===== config.mk =====
export PLATFORM = sky130hd
export DESIGN_NAME = core_interval_timer
export DESIGN_NICKNAME = d
export VERILOG_FILES = /design/src/rtl/tmr_pkg.sv /design/src/rtl/tmr_prescale.sv /design/src/rtl/tmr_counter.sv /design/src/rtl/tmr_regs.sv /design/src/rtl/core_interval_timer.sv
export SDC_FILE = /design/constraint.sdc
export NUM_CORES = 1
export LEC_CHECK = 0
export ABC_AREA = 1
export BUFFER_PORTS_ARGS = -buffer_cell sky130_fd_sc_hd__buf_4
export CORE_MARGIN = 5
export CORE_UTILIZATION = 58
export DETAILED_ROUTE_END_ITERATION = 10
export HOLD_SLACK_MARGIN = 0.02
export PLACE_DENSITY = 0.84
export SLEW_MARGIN = 20
export SYNTH_ARGS = -nofsm -noshare
export SYNTH_HDL_FRONTEND = slang
export SYNTH_HIERARCHICAL = 1
export SYNTH_SLANG_ARGS = --single-unit

===== constraint.sdc =====
create_clock -name clk -period 2.6 [get_ports clk]
set_input_delay 0.13 -clock clk [delete_from_list [all_inputs] [get_ports clk]]
set_output_delay 0.13 -clock clk [all_outputs]
set_load 0.01 [all_outputs]

===== src/rtl/tmr_pkg.sv =====
package tmr_pkg;
  localparam int unsigned OFS_CTRL   = 0;
  localparam int unsigned OFS_PERIOD = 4;
  localparam int unsigned OFS_SCALE  = 8;
  localparam int unsigned OFS_COUNT  = 12;

  localparam int unsigned BIT_PWR    = 0;
  localparam int unsigned BIT_RUN    = 1;
  localparam int unsigned BIT_RELOAD = 2;
  localparam int unsigned BIT_FLAG   = 3;
  localparam int unsigned CTRL_W     = 4;

  typedef enum logic [2:0] {
    RS_NONE, RS_CTRL, RS_PERIOD, RS_SCALE, RS_COUNT
  } rsel_e;

  typedef struct packed {
    logic flag;
    logic reload;
    logic run;
    logic pwr;
  } ctrl_t;
endpackage


===== src/rtl/tmr_prescale.sv =====
module tmr_prescale #(
  parameter int unsigned W = 32
) (
  input  logic         clk,
  input  logic         rst,
  input  logic         active,
  input  logic [W-1:0] limit,
  output logic         tick
);
  logic [W-1:0] div_q;

  // >= keeps the divider sane if the limit shrinks mid-run
  assign tick = active && (div_q >= limit);

  always_ff @(posedge clk) begin
    if (rst || !active) begin
      div_q <= '0;
    end else if (tick) begin
      div_q <= '0;
    end else begin
      div_q <= div_q + W'(1);
    end
  end
endmodule


===== src/rtl/tmr_counter.sv =====
module tmr_counter #(
  parameter int unsigned W = 32
) (
  input  logic         clk,
  input  logic         rst,
  input  logic         tick,
  input  logic         load,
  input  logic [W-1:0] load_val,
  input  logic         reload_en,
  input  logic [W-1:0] period,
  output logic [W-1:0] count_q,
  output logic         expire
);
  localparam logic [W-1:0] ONE = W'(1);

  logic at_one;
  assign at_one = (count_q == ONE);
  assign expire = tick && !load && at_one;

  always_ff @(posedge clk) begin
    if (rst) begin
      count_q <= '0;
    end else if (load) begin
      count_q <= load_val;
    end else if (tick && (count_q != '0)) begin
      if (at_one) begin
        count_q <= reload_en ? period : '0;
      end else begin
        count_q <= count_q - ONE;
      end
    end
  end
endmodule


===== src/rtl/tmr_regs.sv =====
module tmr_regs
  import tmr_pkg::*;
#(
  parameter int unsigned DATA_W = 32,
  parameter int unsigned ADDR_W = 5
) (
  input  logic              clk,
  input  logic              rst,
  input  logic              bus_sel,
  input  logic              bus_we,
  input  logic [ADDR_W-1:0] bus_addr,
  input  logic [DATA_W-1:0] bus_wdata,
  input  logic [DATA_W-1:0] count_q,
  input  logic              expire,
  output ctrl_t             ctrl_q,
  output logic [DATA_W-1:0] period_q,
  output logic [DATA_W-1:0] scale_q,
  output logic              count_wr,
  output logic [DATA_W-1:0] rdata
);
  rsel_e             rsel;
  logic              wr, rd;
  logic [DATA_W-1:0] rd_mux;

  always_comb begin
    rsel = RS_NONE;
    if      (bus_addr == ADDR_W'(OFS_CTRL))   rsel = RS_CTRL;
    else if (bus_addr == ADDR_W'(OFS_PERIOD)) rsel = RS_PERIOD;
    else if (bus_addr == ADDR_W'(OFS_SCALE))  rsel = RS_SCALE;
    else if (bus_addr == ADDR_W'(OFS_COUNT))  rsel = RS_COUNT;
  end

  assign wr       = bus_sel && bus_we;
  assign rd       = bus_sel && !bus_we;
  assign count_wr = wr && (rsel == RS_COUNT);

  always_ff @(posedge clk) begin
    if (rst) begin
      ctrl_q   <= '0;
      period_q <= '0;
      scale_q  <= '0;
    end else begin
      if (wr && rsel == RS_CTRL) begin
        ctrl_q.pwr    <= bus_wdata[BIT_PWR];
        ctrl_q.run    <= bus_wdata[BIT_RUN];
        ctrl_q.reload <= bus_wdata[BIT_RELOAD];
      end
      if (expire) begin
        ctrl_q.flag <= 1'b1;
      end else if (wr && rsel == RS_CTRL && bus_wdata[BIT_FLAG]) begin
        ctrl_q.flag <= 1'b0;
      end
      if (wr && rsel == RS_PERIOD) period_q <= bus_wdata;
      if (wr && rsel == RS_SCALE)  scale_q  <= bus_wdata;
    end
  end

  always_comb begin
    rd_mux = '0;
    unique case (rsel)
      RS_CTRL:   rd_mux[CTRL_W-1:0] = ctrl_q;
      RS_PERIOD: rd_mux = period_q;
      RS_SCALE:  rd_mux = scale_q;
      RS_COUNT:  rd_mux = count_q;
      default:   rd_mux = '0;
    endcase
  end

  always_ff @(posedge clk) begin
    if (rst)      rdata <= '0;
    else if (rd)  rdata <= rd_mux;
    else          rdata <= '0;
  end
endmodule


===== src/rtl/core_interval_timer.sv =====
module core_interval_timer
  import tmr_pkg::*;
#(
  parameter int unsigned DATA_W = 32,
  parameter int unsigned ADDR_W = 5
) (
  input  logic              clk,
  input  logic              rst,
  input  logic              bus_sel,
  input  logic              bus_we,
  input  logic [ADDR_W-1:0] bus_addr,
  input  logic [DATA_W-1:0] bus_wdata,
  output logic [DATA_W-1:0] bus_rdata,
  output logic              irq
);
  ctrl_t             ctrl_q;
  logic [DATA_W-1:0] period_q, scale_q, count_q;
  logic              count_wr, tick, expire, active;
  logic              ctrl_pwr, ctrl_run, ctrl_reload, ctrl_flag;

  assign ctrl_pwr    = ctrl_q.pwr;
  assign ctrl_run    = ctrl_q.run;
  assign ctrl_reload = ctrl_q.reload;
  assign ctrl_flag   = ctrl_q.flag;
  assign active      = ctrl_pwr && ctrl_run;

  tmr_regs #(.DATA_W(DATA_W), .ADDR_W(ADDR_W)) u_regs (
    .clk(clk), .rst(rst), .bus_sel(bus_sel), .bus_we(bus_we),
    .bus_addr(bus_addr), .bus_wdata(bus_wdata), .count_q(count_q),
    .expire(expire), .ctrl_q(ctrl_q), .period_q(period_q),
    .scale_q(scale_q), .count_wr(count_wr), .rdata(bus_rdata)
  );

  tmr_prescale #(.W(DATA_W)) u_pre (
    .clk(clk), .rst(rst), .active(active), .limit(scale_q), .tick(tick)
  );

  tmr_counter #(.W(DATA_W)) u_cnt (
    .clk(clk), .rst(rst), .tick(tick), .load(count_wr),
    .load_val(bus_wdata), .reload_en(ctrl_reload), .period(period_q),
    .count_q(count_q), .expire(expire)
  );

  always_ff @(posedge clk) begin
    if (rst) irq <= 1'b0;
    else     irq <= expire;
  end
endmodule


=== Word-level counts from Yosys, hierarchy flattened ===
Cells that the tools add are included.
Widths: inputs -> output; s select.

* $add $sub $neg: 2
* Order comparisons: 1
* Equal/unequal tests: 8
* Multiplexer cells: 12
* Bitwise logic cells: 1
* Reductions and logical operators: 22

{| class="wikitable"
|+ Operators with widths
! cell !! number
|-
| $mux 32 || 4
|-
| $pmux 28 s3 || 1
|-
| $add 32x1->32 const B || 1
|-
| $eq 32x1->1 const B || 1
|-
| $ge 32x32->1 || 1
|-
| $reduce_bool 32->1 || 1
|-
| $sub 32x1->32 const B || 1
|-
| $pmux 4 s4 || 1
|-
| $logic_and 1x1->1 || 12
|-
| $mux 3 || 4
|-
| $eq 5x4->1 const B || 2
|-
| $eq 3x2->1 const B || 2
|-
| $eq 5x3->1 const B || 1
|-
| $logic_not 5->1 || 1
|-
| $reduce_bool 2->1 || 2
|-
| $reduce_or 2->1 || 2
|-
| $eq 3x1->1 const B || 1
|-
| $eq 3x3->1 const B || 1
|-
| $logic_not 1->1 || 3
|-
| $mux 1 || 2
|-
| $logic_or 1x1->1 || 1
|-
| $not 1->1 || 1
|}

* Flip-flop bits (word level): 165
* Output and inout port bits: 33
* Word-level logic and storage cells: 56

=== Logic depth before layout (Yosys ltp) ===
* Word-level depth: 11
* Depth in mapped cells: 20

=== By module ===
The synthesis kept the hierarchy.

{| class="wikitable"
|+ By module, submodules not included
! module !! times used !! cells an instance !! area each (um^2) !! sequential area each (um^2)
|-
| tmr_regs || 1 || 563 || 3966.3 || 2001.9
|-
| tmr_counter || 1 || 519 || 2990.4 || 640.6
|-
| tmr_prescale || 1 || 384 || 2557.5 || 640.6
|-
| core_interval_timer || 1 || 5 || 37.5 || 20.0
|}

=== Least setup slack after synthesis ===
OpenSTA, ideal clock, no wires.

* Kind: register to register
* Start point: reg u_pre.div_q[0]
* End point: reg u_cnt.count_q[1]
* Setup time: 0.117 ns
* Data arrival time: 1.984 ns
* Slack: 0.500 ns
* Stages on the path, launching flop included: 18
* Buffers on the path: 0
* Path through: dfxtp_1 inv_1 ha_1 nand4_1 nor2_1 nor2_1 nand2_1 nand2_1 nand2_1 nand2_1 a21oi_1 inv_1 nor2_1 nand2_4 inv_2 o21ai_0 a21oi_1 nor2_1

* Cells in the longest elaborated chain, start to end: 4

{| class="wikitable"
|+ Ends and longest elaborated chain
! element !! line !! source
|-
| start: declaration || tmr_prescale.sv:10 || <nowiki>logic [W-1:0] div_q;</nowiki>
|-
| start signal: assignment || tmr_prescale.sv:21 || <nowiki>div_q <= div_q + W'(1);</nowiki>
|-
| $ge 32x32->1 || tmr_prescale.sv:13 || <nowiki>assign tick = active && (div_q >= limit);</nowiki>
|-
| $logic_and 1x1->1 || tmr_prescale.sv:13 ||
|-
| net tick || core_interval_timer.sv:18 || <nowiki>logic count_wr, tick, expire, active;</nowiki>
|-
| $logic_and 1x1->1 || tmr_counter.sv:25 || <nowiki>end else if (tick && (count_q != '0)) begin</nowiki>
|-
| $reduce_bool 2->1 (no line) || - ||
|-
| end signal: assignment || tmr_counter.sv:24 || <nowiki>count_q <= load_val;</nowiki>
|-
| end signal: assignment || tmr_counter.sv:27 || <nowiki>count_q <= reload_en ? period : '0;</nowiki>
|-
| end signal: assignment || tmr_counter.sv:29 || <nowiki>count_q <= count_q - ONE;</nowiki>
|-
| end: declaration || tmr_counter.sv:11 || <nowiki>output logic [W-1:0] count_q,</nowiki>
|}

The timed path passes the listed nets, and every way through them passes these cells.
A chain may end at the register's enable or synchronous reset.

=== Final worst setup path ===
* Start point: reg u_regs.scale_q[31]
* End point: reg u_cnt.count_q[1]

* Cells in the longest elaborated chain, start to end: 4

{| class="wikitable"
|+ Ends and longest elaborated chain
! element !! line !! source
|-
| start: declaration || tmr_regs.sv:17 || <nowiki>output logic [DATA_W-1:0] scale_q,</nowiki>
|-
| start signal: assignment || tmr_regs.sv:54 || <nowiki>if (wr && rsel == RS_SCALE) scale_q <= bus_wdata;</nowiki>
|-
| $ge 32x32->1 || tmr_prescale.sv:13 ||
|-
| $logic_and 1x1->1 || tmr_prescale.sv:13 ||
|-
| net tick || core_interval_timer.sv:18 ||
|-
| $logic_and 1x1->1 || tmr_counter.sv:25 ||
|-
| $reduce_bool 2->1 (no line) || - ||
|}

The timed path passes the listed nets, and every way through them passes these cells.

==> run_results.csv <==
group,metric,value,unit
die,initial_utilization,0.5843,
timing,finalWorstSetupSlack,209.2,ps
die,die_area,19140,um^2
logic_synthesis,ys.flop_type,"dfxtp_1",
route,vias_per_cell,5.460,
die,die_h,138.3,um
timing,final-hold-violation-count,0,
timing,rsz0062_at_grt,"no",
route,first_pass_iters,8,
outcome,status,"completed",
logic_synthesis,synth_top_area_share,0.3458,
layout,drive_gt1_frac,0.1234,
worst_hold_path,min_path_type,"in -> reg",
worst_hold_path,hold_start,"bus_wdata[5]",
layout,antenna_cells,0,
setup_path,cp.required,2910,ps
clock_tree,root_buffer,"clkbuf_16",
place,io_buffers,73,
clock_tree,clock_path_buffers,2,
worst_hold_path,hold_path_depth,3,
timing,skew,9.088,ps
global_routing,first_global_vias,8816,
global_routing,grt_pass1_wl,44860,um
timing,slew_viol_final,0,
route,vias,9785,
clock_tree,cts_sinks,165,
flow_run,maxCapViolCount,0,
power,p_per_area,492.6,nW/um^2
die,die_w,138.3,um
route,met3WireLength,2357,um
logic_synthesis,post_synth_num_cell_types,38,
clock_tree,clk_latency,420,ps
logic_synthesis,netlist.top_cell.by_area,"dfxtp_1",
setup_path,crit_path_start_kind,"flip-flop",
logic_synthesis,synth_nets,1548,
global_routing,overflow,0,
power,peakVddDrop,0.0005235,V
route,drcViolationCount,0,
die,num_rows,47,
worst_hold_path,min_to,"u_regs/period_q[5]",
timing,worst_pin_slew,540.9,ps
clock_tree,cts_tree,"built",
logic_synthesis,async_reset_ff_frac,0,
setup_path,r2r-end,"u_cnt/count_q[1]",
route,drt_iter0_drc,972,
layout,utilization,0.6799,
place,gp_congestion,0.9692,
timing,period_minus_slack,2391,ps
logic_synthesis,avgSynthCellArea,6.493,um^2
logic_synthesis,yosysWarnings,6,
setup_path,endpoint_kind,"flip-flop",
logic_synthesis,synth_cells,1471,
setup_path,reg2reg_from,"u_regs/scale_q[31]",
setup_path,reg2reg_slack,210,ps
power,leakagePower,0.005055,uW
clock_tree,cts.htree.levels,4,
place,dp_hpwl,20490,um
logic_synthesis,synth_area_leaders,"dfxtp_1 (35%), nand2_1 (15%), nor2_1 (12%), inv_1 (6.1%), nand3_1 (5.1%)",
place,place_ws,123.5,ps
timing,min_period_over_period,0.9195,
global_routing,grt_max_degree,65,
timing,whs,38.35,ps
global_routing,track_usage,0.2876,
route,wl_met2,13090,um
global_routing,grt_antenna_before_repair,0,
timing,relSlewSlack,0.6394,
setup_path,crit_arrival,2700,ps
setup_path,crit_type,"reg -> reg",
timing,timing.fmax,0.4183,GHz
layout,nets,1636,
die,core,16350,um^2
route,detail_route.wl_per_cell,15.81,um
clock_tree,cts_buffers,17,
logic_synthesis,yosys_register_bits,165,
logic_synthesis,yosysSeqAreaShare,0.3458,
route,routed_wl,28340,um
route,highest_layer,"met4",
timing,fin_setup_tns,0,ps
route,wl_met1,11480,um
layout,area_growth,16.37,%
route,ant_nets,0,
logic_synthesis,synth-edff-count,0,
timing,setup-violations-final,0,
setup_path,crit_fanout,8,
clock_tree,clk_pin_slew,70,ps
setup_path,r2r_cells,15,
die,io_pins,74,
logic_synthesis,synth_area,9552,um^2
==> timing repair <==
action / CTS / global route
endpoints found under the setup margin: 0 / 25
resized for setup: 0 / 5
buffers inserted: 0 / 0
hold endpoints to repair: 58 / 0
hold buffers: 31 / 0
==> layer usage <==
layer	vias to the layer above	track usage
met5	-	0
met4	0	0.1622
met3	76	0.05387
met2	508	0.4651
met1	4431	0.3616
li1	4770	-
==> sequential cells by signal, indices dropped and copies added, names as in the netlist <==
| register | flops |
|---|---|
| irq | 1 |
| u_regs/scale_q | 32 |
| u_regs/ctrl_q | 4 |
| u_regs/rdata | 32 |
| u_cnt/count_q | 32 |
| u_pre/div_q | 32 |
| u_regs/period_q | 32 |
==> worst max-delay path, stage by stage (launching register included) <==
cell and delay [ps]:
dfxtp_2 340, inv_1 50, ha_1 300, nand2_1 70, nor2_1 150, nand4_1 170, a21oi_1 150, nor2_1 80
a21oi_2 210, inv_1 90, nor2_2 150, nand2_4 80, inv_4 90, o21ai_0 130, a21oi_1 150, nor2_1 70
==> layout make-up <==
class / instances / area, um^2
Tap cell: 220 / 275.3
Clock inverter: 13 / 150.1
Sequential cell: 165 / 3304
Fill cell: 1408 / 5233
Multi-Input combinational cell: 1089 / 5326
Inverter: 165 / 630.6
Timing Repair Buffer: 121 / 985.9
Clock buffer: 19 / 442.9
==> cells by family (layout without fill, tap and decap cells) <==
group | count (synthesis) | count (layout) | share of synthesized area
compound gates | 147 | 147 | 0.08344
flops | 165 | 165 | 0.3458
simple gates | 865 | 865 | 0.3883
fa+ha+maj | 36 | 36 | 0.04716
xor+xnor | 41 | 41 | 0.03759
buf+inv | 217 | 318 | 0.09772
==> metrics by stage <==
step	power [uW]	cell area, um^2	std cells
floorplan	2827	9552	1471
global placement	2959	10200	1729
detailed placement	2965	10200	1729
CTS	5493	11100	1792
global route	5661	11120	1792
finish	5476	11120	1792
==> Yosys cell counts (12+ instances only) <==
master / number
nand2_1: 388
nor2_1: 296
dfxtp_1: 165
inv_1: 155
nand3_1: 98
o21ai_0: 88
a21oi_1: 38
ha_1: 36
xor2_1: 23
clkbuf_1: 21
xnor2_1: 18
nand4_1: 17
buf_2: 15
nor3_1: 15
nor2_2: 14
buf_6: 12
==> layout by cell type (no fill, tap or decap), types with 2 or more instances in the layout <==
master	Yosys	final
a21oi_1	38	37
a21oi_2	10	11
buf_4	1	90
bufinv_16	0	2
clkbuf_16	0	17
clkinv_4	0	4
clkinvlp_4	0	5
dfxtp_1	165	164
dlygate4sd3_1	0	31
ha_1	36	36
inv_1	155	155
inv_2	6	5
inv_4	2	2
inv_6	0	3
nand2_1	388	388
nand2_2	9	9
nand2_4	3	3
nand3_1	98	98
nand3_2	5	5
nand3_4	2	2
nand3b_1	2	2
nand4_1	17	17
nor2_1	296	295
nor2_2	14	15
nor2_4	10	10
nor3_1	15	14
nor3_2	2	3
nor3_4	2	2
o211ai_1	4	4
o21ai_0	88	88
o21ai_1	2	2
o21bai_1	3	3
xnor2_1	18	18
xor2_1	23	23
==> how the worst max path moves through the flow <==
stage | depth (start not counted) | from | to | slack, ps
floorplan | 17 | u_pre/div_q[0] | u_cnt/count_q[1] | 500
global placement | 15 | u_regs/scale_q[31] | u_cnt/count_q[1] | 210
detailed placement | 15 | u_regs/scale_q[31] | u_cnt/count_q[8] | 120
CTS | 15 | u_regs/scale_q[31] | u_cnt/count_q[1] | 20
global route | 15 | u_regs/scale_q[23] | u_cnt/count_q[16] | 20
finish | 15 | u_regs/scale_q[31] | u_cnt/count_q[1] | 210
==> power by group <==
part	switching, uW	internal (uW)	total, uW	leakage [uW]
clock network	1070	1450	2520	0.000272
logic	247	163	410	0.00345
registers	10.8	2540	2550	0.00133
total	1320	4150	5480	0.00505
(Power assumes the default switching activity.)
